===== src/rtl/crcm_pkg.sv =====
package crcm_pkg;

  typedef enum logic {
    CRC_MODE_AUG    = 1'b0,
    CRC_MODE_DIRECT = 1'b1
  } crc_mode_e;

endpackage


===== src/rtl/crcm_matvec.sv =====
// GF(2) matrix times vector: column j of mat is added when vec[j] is set.
module crcm_matvec #(
  parameter int N = 16
) (
  input  logic [N-1:0][N-1:0] mat,
  input  logic [N-1:0]        vec,
  output logic [N-1:0]        res
);

  always_comb begin
    res = '0;
    for (int j = 0; j < N; j++) begin
      res = res ^ (mat[j] & {N{vec[j]}});
    end
  end

endmodule


===== src/rtl/crcm_pow_builder.sv =====
// Builds A^K column by column, one power per cycle, after a polynomial load.
module crcm_pow_builder #(
  parameter int N = 16,
  parameter int K = 8
) (
  input  logic               clk,
  input  logic               rst,
  input  logic               load,
  input  logic [N-1:0]       poly,
  output logic               busy,
  output logic [N-1:0][N-1:0] mat
);

  localparam int CNT_W = $clog2(K + 1);

  logic [N-1:0]              poly_q;
  logic [CNT_W-1:0]          pw;
  logic [N-1:0][N-1:0]       step_mat;
  logic [N-1:0][N-1:0]       next_mat;
  logic [N-1:0]              new_col;

  // Single-step matrix: columns below the top move a bit up one place,
  // the top column carries the feedback taps.
  for (genvar j = 0; j < N; j++) begin : g_step
    if (j == N - 1) begin : g_fb
      assign step_mat[j] = poly;
    end else begin : g_sh
      assign step_mat[j] = N'(1) << (j + 1);
    end
  end

  // A^(k+1) = A^k * A : columns move down one slot, new top column = A^k * p
  crcm_matvec #(.N(N)) u_fb_mv (
    .mat (mat),
    .vec (poly_q),
    .res (new_col)
  );

  for (genvar j = 0; j < N; j++) begin : g_next
    if (j == N - 1) begin : g_top
      assign next_mat[j] = new_col;
    end else begin : g_low
      assign next_mat[j] = mat[j+1];
    end
  end

  always_ff @(posedge clk) begin
    if (rst) begin
      mat    <= '0;
      poly_q <= '0;
      pw     <= '0;
      busy   <= 1'b0;
    end else if (load && !busy) begin
      mat    <= step_mat;
      poly_q <= poly;
      pw     <= CNT_W'(1);
      busy   <= (K > 1);
    end else if (busy) begin
      mat    <= next_mat;
      pw     <= pw + 1'b1;
      busy   <= (pw != CNT_W'(K - 1));
    end
  end

endmodule


===== src/rtl/crc_matrix_engine.sv =====
module crc_matrix_engine #(
  parameter int CRC_W  = 16,
  parameter int DATA_W = 8
) (
  input  logic              clk,
  input  logic              rst,
  input  logic              poly_load,
  input  logic [CRC_W-1:0]  poly_in,
  output logic              poly_busy,
  input  logic              data_valid,
  input  logic [DATA_W-1:0] data_in,
  input  logic              mode_direct,
  input  logic              clr,
  output logic [CRC_W-1:0]  crc_out
);
  import crcm_pkg::*;

  localparam int PAD_W = CRC_W - DATA_W;

  crc_mode_e                  mode;
  logic                       busy;
  logic [CRC_W-1:0][CRC_W-1:0] pow_mat;
  logic [CRC_W-1:0]           state_q;
  logic [CRC_W-1:0]           data_hi;
  logic [CRC_W-1:0]           data_lo;
  logic [CRC_W-1:0]           mv_in;
  logic [CRC_W-1:0]           mv_out;
  logic [CRC_W-1:0]           state_d;

  assign mode = crc_mode_e'(mode_direct);

  crcm_pow_builder #(.N(CRC_W), .K(DATA_W)) u_builder (
    .clk  (clk),
    .rst  (rst),
    .load (poly_load),
    .poly (poly_in),
    .busy (busy),
    .mat  (pow_mat)
  );

  assign data_lo = CRC_W'(data_in);
  assign data_hi = data_lo << PAD_W;

  always_comb begin
    mv_in = (mode == CRC_MODE_DIRECT) ? (state_q ^ data_hi) : state_q;
  end

  crcm_matvec #(.N(CRC_W)) u_data_mv (
    .mat (pow_mat),
    .vec (mv_in),
    .res (mv_out)
  );

  always_comb begin
    state_d = (mode == CRC_MODE_DIRECT) ? mv_out : (mv_out ^ data_lo);
  end

  always_ff @(posedge clk) begin
    if (rst || clr) begin
      state_q <= '0;
    end else if (data_valid && !busy) begin
      state_q <= state_d;
    end
  end

  assign crc_out   = state_q;
  assign poly_busy = busy;

endmodule


===== config.mk =====
export PLATFORM = sky130hd
export DESIGN_NAME = crc_matrix_engine
export DESIGN_NICKNAME = d
export VERILOG_FILES = /design/src/rtl/crcm_pkg.sv /design/src/rtl/crcm_matvec.sv /design/src/rtl/crcm_pow_builder.sv /design/src/rtl/crc_matrix_engine.sv
export SDC_FILE = /design/constraint.sdc
export NUM_CORES = 1
export LEC_CHECK = 0
export CAP_MARGIN = 20
export CORE_UTILIZATION = 45
export CTS_CLUSTER_DIAMETER = 40
export DETAILED_ROUTE_END_ITERATION = 6
export GPL_ROUTABILITY_DRIVEN = 0
export PLACE_DENSITY = 0.6
export SLEW_MARGIN = 20
export SYNTH_ARGS = -nofsm -noshare
export SYNTH_HDL_FRONTEND = slang
export SYNTH_HIERARCHICAL = 1
export SYNTH_SLANG_ARGS = --single-unit

===== constraint.sdc =====
create_clock -name clk -period 4 [get_ports clk]
set_clock_uncertainty 0.1 [all_clocks]
set_input_delay 0.4 -clock clk [delete_from_list [all_inputs] [get_ports clk]]
set_output_delay 0.4 -clock clk [all_outputs]
set_load 0.02 [all_outputs]

Word-level counts from Yosys, hierarchy flattened
Cells that the tools add are included.
{ "totals": {"latch_bits": 0, "regBits": 293, "memories": 0, "wordCells": 116, "ram_bits": 0, "romBits": 0} }
{ "op_classes": {"eq_ne": 1, "n_addsub": 1, "magnitude_cmp": 0, "mux": 8, "reduce_logical": 6, "n_bitwise": 64, "mul": 0, "n_div": 0, "n_shift": 0} }
{ "ops": {"columns": ["operator", "count"], "rows": [
  ["$and A16 B16 Y16", 32],
  ["$mux W256", 2],
  ["$xor A16 B16 Y16", 31],
  ["$mux W16", 2],
  ["$xor A16 B8 Y16", 1],
  ["$add A4 B1 Y4 const B", 1],
  ["$mux W1", 4],
  ["$ne A4 B3 Y1 const B", 1],
  ["$logic_and A1 B1 Y1", 2],
  ["$reduce_bool A2 Y1", 1],
  ["$reduce_or A2 Y1", 1],
  ["$logic_not A1 Y1", 1],
  ["$logic_or A1 B1 Y1", 1]
]} }

Longest topological paths before layout
Gate-level depths: netlist of the first run.
{ "logic_depth": {"ltp_word": 20, "depth_mapped": 12} }

Modules after synthesis
The synthesis of the first run kept the hierarchy.
{ "by_module_without_submodules": {"columns": ["module", "area_each_um2", "cells_each", "instances"], "rows": [
  ["crcm_pow_builder", 10008.3, 954, 1],
  ["crcm_matvec", 3425.8, 528, 2],
  ["crc_matrix_engine", 879.6, 105, 1]
]} }

Least setup slack after synthesis of the first run
No wires, ideal clock.
{ "synth_timing": {"kind": "input to register", "from": "input mode_direct", "to": "register state_q[7], in the netlist crc_out[7]", "required_time_ps": 3781, "setup_time_ps": 119, "arrival_ps": 1862, "path_buffers": 3, "path_stages": 12, "setup_slack_ps": 1919, "cell_sequence": "buf_6 nand2_1 xnor2_1 buf_6 buf_6 nand2_1 xnor2_1 xnor2_1 xnor2_1 xnor2_1 xnor2_1 a21oi_1"} }
{ "synth_via": {"elab_cells_between_ends": 34} }
{ "synth_rtl": {"columns": ["item", "line", "rtl"], "rows": [
  ["start: declaration", "crc_matrix_engine.sv:12", "input logic mode_direct,"],
  ["$mux W16 (*)", "crc_matrix_engine.sv:45", "mv_in = (mode == CRC_MODE_DIRECT) ? (state_q ^ data_hi) : state_q;"],
  ["net mv_in[13]", "crc_matrix_engine.sv:26", "logic [CRC_W-1:0] mv_in;"],
  ["$and A16 B16 Y16 (*)", "crcm_matvec.sv:13", "res = res ^ (mat[j] & {N{vec[j]}});"],
  ["$xor A16 B16 Y16 (*) (3 in a row)", "crcm_matvec.sv:13", null],
  ["net mv_out[7]", "crc_matrix_engine.sv:27", "logic [CRC_W-1:0] mv_out;"],
  ["$xor A16 B8 Y16", "crc_matrix_engine.sv:55", "state_d = (mode == CRC_MODE_DIRECT) ? mv_out : (mv_out ^ data_lo);"],
  ["$mux W16 (*)", "crc_matrix_engine.sv:55", null],
  ["end signal: assignment", "crc_matrix_engine.sv:62", "state_q <= state_d;"],
  ["end: declaration", "crc_matrix_engine.sv:23", "logic [CRC_W-1:0] state_q;"]
]} }
The timed path passes the listed nets; every way through them passes the cells marked *.
A chain may end at the register's enable or synchronous reset.

Worst setup path after layout of the first run
{ "layout_timing": {"from": "register u_builder.busy", "to": "output poly_busy"} }
{ "layout_rtl": {"columns": ["item", "line", "rtl"], "rows": [
  ["start: declaration", "crcm_pow_builder.sv:10", "output logic busy,"],
  ["start signal: assignment", "crcm_pow_builder.sv:57", "busy <= (K > 1);"],
  ["start signal: assignment", "crcm_pow_builder.sv:61", "busy <= (pw != CNT_W'(K - 1));"],
  ["end: declaration", "crc_matrix_engine.sv:9", "output logic poly_busy,"]
]} }
No word-level cell between the ends.

==> impl_metrics.toml, run 1 <==
[sta]
post_layout_min_period_ns = 2.868
slew_violations = 0
final_hold_fails = 0
tightestPinTransition_ns = 1.138
finalSetupViolCount = 0
grt_setup_unrepaired = "no"
slew-limit-headroom = 0.2416
finalCritPeriodShare = 0.7171
highest_attainable_clock_frequency_ghz = 0.3486
totalNegativeSetupSlack_ns = 0

[synthesis]
yosys_warnings = 6
top_cells_by_area_in_the_synthesized_netlist = "dfxtp_1 (33%), xnor2_1 (20%), mux2i_1 (14%)"
synthesis.area_per_instance_sq_um = 8.387
synth_common_cells = "nand2_1 (551), xnor2_1 (400), dfxtp_1 (293)"
synthesized_instance_count = 2115
synth_compound_area_frac = 0.01199
synth_top_cell_by_area = "dfxtp_1"
synth_largest_type_area_fraction = 0.3307
most_frequent_cell_after_synthesis = "nand2_1"
synth_seq_area_share = 0.3307
ys_types = 28
synth_fa_ha_area_frac = 0.0007053
post_synth_mux_area_share = 0.1467
synthXorXnorAreaFrac = 0.2459
combinational_family_with_the_most_area_after_synthesis = "XOR/XNOR gates"
yosys_register_bits = 293
synth.net_count = 2146
postSynth.asyncResetShare = 0
synth-edff-count = 0
synth_simple_gate_area_frac = 0.1971
syn_area_sq_um = 17740
predominant_post_synthesis_flop_cell = "dfxtp_1"

[final_layout]
drive_above_1_share = 0.08185
filler_cell_count = 3687
layout.cell_area.non_filler_sq_um = 19570
antenna_cells = 0
synthToLayoutAreaGrowth_pct = 10.29
nets = 2136

[worst_setup_path]
crit_type = "flip-flop to output pin"
critical_path_arrival_ns = 2.37
crit_path_largest_cell_delay_ns = 0.73
critical_path.max_fanout = 46
startpoint_type = "flip-flop"
critical_path.endpoint_type = "output pin"
critical_path_buf_inv_count = 2
timing.critical_path.cells = "buf_4 > clkdlybuf4s50_1"
crit_required_ns = 3.50
path_delay_family = "buffers and inverters"
timing.critical_path.slowest_stage_cell = "clkdlybuf4s50_1"

[global_routing]
grt_busiest_layer = "met2"
grt_start_max_net_pins = 158
gr-usage-met2 = 0.4292
groute.layer.met3.usage = 0.03669
globalRouteTotalUtil = 0.2585
antenna_found_initial = 0
globalRoute.totalOverflow = 0
grt_first_pass_wirelength_um = 80110
vias_in_the_first_global_route = 13500
met1_usage = 0.3349

[floorplanning]
core_area_sq_um = 38740
chip_height_um = 200.5
row_count = 72
die-width_um = 200.5
start_util = 0.4579
die_area_sq_um = 40220
ioPinCount = 47

[route]
detail-route-antenna-nets = 0
route.vias.total = 13680
avg_wl_per_cell_um = 19.66
dr.first_iter.drc_count = 959
vias_per_cell = 5.152
total_routed_wirelength_um = 52230
remaining_drc_errors = 0
drt_pass1_iterations = 5

[cts]
cts_buffer_count = 44
cts_htree_levels = 2
path_clk_slew_ns = 0.06
ctsHoldBuffers = 0
clk_latency_ns = 0.54
post_cts_resize_count = 0
cts.sinks = 293
clock_tree.root_cell = "clkbuf_16"
max-clock-path-buffers = 3
tritoncts = "yes"
post-cts-setup-buffers = 0

[power_and_ir_drop]
power.leakage_nw = 6.493
total_power_density_per_cell_area_nw_per_um2 = 387.2
vdd.ir_drop.worst_v = 0.0003042

[status]
outcome = "complete, no violations"

[placed_design]
placedInstanceArea_sq_um = 18100
hpwl_after_detailed_placement_um = 32490
port_buffers = 46

[job]
cap_violations = 0

[min_path]
worstHoldPathType = "input port to flip-flop"
==> power by group <==
part | internal (mW) | total (mW) | switching [mW] | leakage [nW]
sequential | 2.97 | 3.06 | 0.0912 | 2.37
combinational | 0.255 | 0.690 | 0.435 | 3.42
clock | 2.34 | 3.83 | 1.48 | 0.702
total | 5.56 | 7.57 | 2.01 | 6.49
==> per-layer routing <==
layer  routed length [um]  part of all wire
met1                22950              0.44
met2                23980              0.46
met3                 3258             0.062
met4                 2031             0.039
met5                    0                 0
==> cell usage in the layout, fill, tap and decap left out, drive strengths merged <==
cell type	count
inv	10
dfxtp	293
nor3	31
a21oi	32
or2	1
xor2	98
nand2b	3
clkinv	7
clkbuf	52
xnor2	400
bufinv	3
mux2i	242
nand2	569
clkdlybuf4s50	44
a211oi	1
nand4	1
nor2	246
and2b	6
nand4b	1
o21ai	9
buf	46
nor2b	19
ha	1
mux2	16
clkinvlp	7
==> through the flow <==
step / setup WS, ns / instances / hold slack [ns] / utilization / power [mW]
floorplan: 1.919 / 2115 / 0.3367 / - / 3.591
global placement: 0.7804 / 2577 / 0.3827 / 0.4672 / 3.793
detailed placement: 0.7272 / 2577 / 0.4054 / 0.4673 / 3.799
CTS: 1.130 / 2656 / 0.3409 / 0.5051 / 7.629
global route: 1.047 / 2656 / 0.3720 / 0.5051 / 7.817
finish: 1.132 / 2656 / 0.3540 / 0.5051 / 7.575
==> final cells by class <==
class	count	area [sq um]	share of cell area
repair buffers	90	830.8	0.04246
multi-input cells	1676	10750	0.5496
clock inverters	27	281.5	0.01439
clock buffers	52	1182	0.06043
flip-flops and latches	293	5869	0.3000
well taps	518	648.1	0.03313
==> state kept, by name, summed over array words and instances (netlist names) <==
register / flops
u_builder/pw: 4
u_builder/busy: 1
u_builder/mat: 256
u_builder/poly_q: 16
crc_out: 16
==> worst reg2reg max path: stages (launching register included) <==
cell	delay [ns]
dfxtp_1	1.05
buf_4	0.32
nand2_1	0.08
xnor2_1	0.21
xnor2_1	0.19
xnor2_1	0.17
xnor2_1	0.10
mux2i_1	0.14
nor2_1	0.05
==> cells by family (layout without fill, tap and decap cells) <==
| kind of cell | count (synthesis) | in the layout |
|---|---|---|
| simple gates | 877 | 877 |
| xor+xnor | 498 | 498 |
| flops | 293 | 293 |
| mux | 258 | 258 |
| buf+inv | 146 | 169 |
| compound gates | 42 | 42 |
| fa+ha+maj | 1 | 1 |
==> final timing paths <==
path	slack [ns]	depth (start not counted)	startpoint	endpoint
setup / recovery	1.13	2	u_builder/busy	poly_busy
hold / removal	0.35	3	poly_in[13]	u_builder/poly_q[13]
setup reg to reg	1.43	8	u_builder/poly_q[11]	u_builder/mat[244]
hold reg to reg	0.42	1	u_builder/pw[0]	u_builder/pw[0]
Power figures use the tool's default switching activity.
==> run 2, diff against run 1 <==
--- a/config.mk
+++ b/config.mk
@@ -10,7 +10,7 @@
 export CTS_CLUSTER_DIAMETER = 40
 export DETAILED_ROUTE_END_ITERATION = 6
 export GPL_ROUTABILITY_DRIVEN = 0
-export PLACE_DENSITY = 0.6
+export PLACE_DENSITY = 0.63
 export SLEW_MARGIN = 20
 export SYNTH_ARGS = -nofsm -noshare
 export SYNTH_HDL_FRONTEND = slang
==> constraint.sdc (replaced) <==
create_clock -name clk -period 2.6 [get_ports clk]
set_clock_uncertainty 0.1 [all_clocks]
set_input_delay 0.26 -clock clk [delete_from_list [all_inputs] [get_ports clk]]
set_output_delay 0.26 -clock clk [all_outputs]
set_load 0.02 [all_outputs]
==> run 2 against run 1 <==
Compared with the run above: die area stayed put; global-route usage is 0.35 points lower; sequential share of layout area is 0.56 points lower; largest power group unchanged; largest cell class unchanged; worst setup slack worse by 0.83 ns; highest routed layer unchanged; final area is 1.9% higher; critical path type is now flip-flop to flip-flop.
==> impl_metrics.toml, run 2 (synthesis gave the netlist of run 1 again) <==
[status]
outcome = "complete, no violations"

[floorplanning]
start_util = 0.4579
chip_height_um = 200.5
core_area_sq_um = 38740
die_area_sq_um = 40220
ioPinCount = 47
die-width_um = 200.5
row_count = 72

[global_routing]
antenna_found_initial = 0
grt_first_pass_wirelength_um = 79050
grt_start_max_net_pins = 106
vias_in_the_first_global_route = 13640
globalRoute.totalOverflow = 0
globalRouteTotalUtil = 0.2549

[sta]
final_hold_fails = 0
highest_attainable_clock_frequency_ghz = 0.4356
hold_slack_final_ns = 0.1361
slew_violations = 0
totalNegativeSetupSlack_ns = 0
grt_setup_unrepaired = "no"
tightestPinTransition_ns = 0.7336
slew-limit-headroom = 0.5099
finalSetupViolCount = 0
finalCritPeriodShare = 0.8830
post_layout_min_period_ns = 2.296

[power_and_ir_drop]
vdd.ir_drop.worst_v = 0.0003728
total_power_density_per_cell_area_nw_per_um2 = 603.7
power.leakage_nw = 6.717

[cts]
cts_buffer_count = 45
post_cts_resize_count = 0
max-clock-path-buffers = 3
clock_tree.root_cell = "clkbuf_16"
post-cts-setup-buffers = 0
tritoncts = "yes"
clk_latency_ns = 0.57
ctsHoldBuffers = 0
cts.sinks = 293
cts_htree_levels = 2
path_clk_slew_ns = 0.06

[worst_setup_path]
crit-reg2reg-launch = "crc_out[9]"
critical_path_arrival_ns = 2.60
critical_path.endpoint_type = "flip-flop"
critPathLaunch = "crc_out[9]"
crit_type = "flip-flop to flip-flop"
startpoint_type = "flip-flop"
critical_path.max_fanout = 9
crit_required_ns = 2.91

[final_layout]
largest_register_by_flop_count = "u_builder/mat"
max_ffs_per_register = 256
final_cell_mix = "nand2_1 (551), xnor2_1 (392), dfxtp_1 (292)"
nets = 2164
antenna_cells = 0
synthToLayoutAreaGrowth_pct = 12.39
mostFrequentLayoutCell = "nand2_1"
drive_above_1_share = 0.09363
fin_cells = 2686

[min_path]
worstHoldPathType = "input port to flip-flop"
worstHoldStart = "rst"

[route]
vias_per_cell = 5.218
remaining_drc_errors = 0
dr.first_iter.drc_count = 1016
total_routed_wirelength_um = 51880
detail-route-antenna-nets = 0
drt_pass1_iterations = 5
avg_wl_per_cell_um = 19.31
route.vias.total = 14020

[placed_design]
hpwl_after_detailed_placement_um = 33610
place.detailed.instances = 2604
port_buffers = 46

[job]
cap_violations = 0
run 2: changes by cell type in the layout (fill, tap and decap cells not counted), sizes merged:
cell	change
clkinvlp	-4
clkbuf	+5
inv	-1
clkinv	+1
buf	+27
bufinv	+2
run 2: layout make-up:
cell class	instances	area, sq um
fillers	3611	18800
multi-input cells	1676	10750
flip-flops and latches	293	5869
clock buffers	57	1264
repair buffers	117	1109
well taps	518	648.1
clock inverters	25	296.5
run 2: layer usage:
metal  vias up  GRT usage  routed length [um]
li1       6659          -                   -
met1      6754     0.3205               22290
met2       471     0.4309               24340
met3       132    0.03555                3061
met4         0     0.1183                2187
met5         -          0                   0
run 2: through the flow:
step	power (mW)	cell area, sq um	setup WS, ns	utilization
after floorplan	5.524	17740	0.6487	-
after global placement	5.862	18380	-0.1062	0.4744
after detailed placement	5.875	18380	-0.1991	0.4744
after CTS	12.11	19940	0.3247	0.5147
after global routing	12.38	19940	0.2428	0.5147
final	12.04	19940	0.3043	0.5147
run 2: power breakdown:
group / internal [mW] / switching [mW] / leakage, nW
sequential: 4.57 / 0.0778 / 2.37
combinational: 0.427 / 0.731 / 3.58
clock: 3.97 / 2.27 / 0.767
total: 8.96 / 3.08 / 6.72
run 2: worst paths after layout:
kind | cells past startpoint | slack, ns | end
max | 9 | 0.30 | crc_out[4]
min | 3 | 0.14 | u_builder/mat[254]
max reg2reg | 9 | 0.30 | crc_out[4]
min reg2reg | 2 | 0.43 | u_builder/pw[3]
run 2: critical path, cell delays in order (launching register included):
cell	delay [ns]
dfxtp_1	0.51
xnor2_2	0.18
buf_4	0.25
nand2_1	0.09
xnor2_1	0.14
xnor2_1	0.26
xnor2_1	0.14
xnor2_1	0.24
xnor2_1	0.15
a21oi_1	0.09
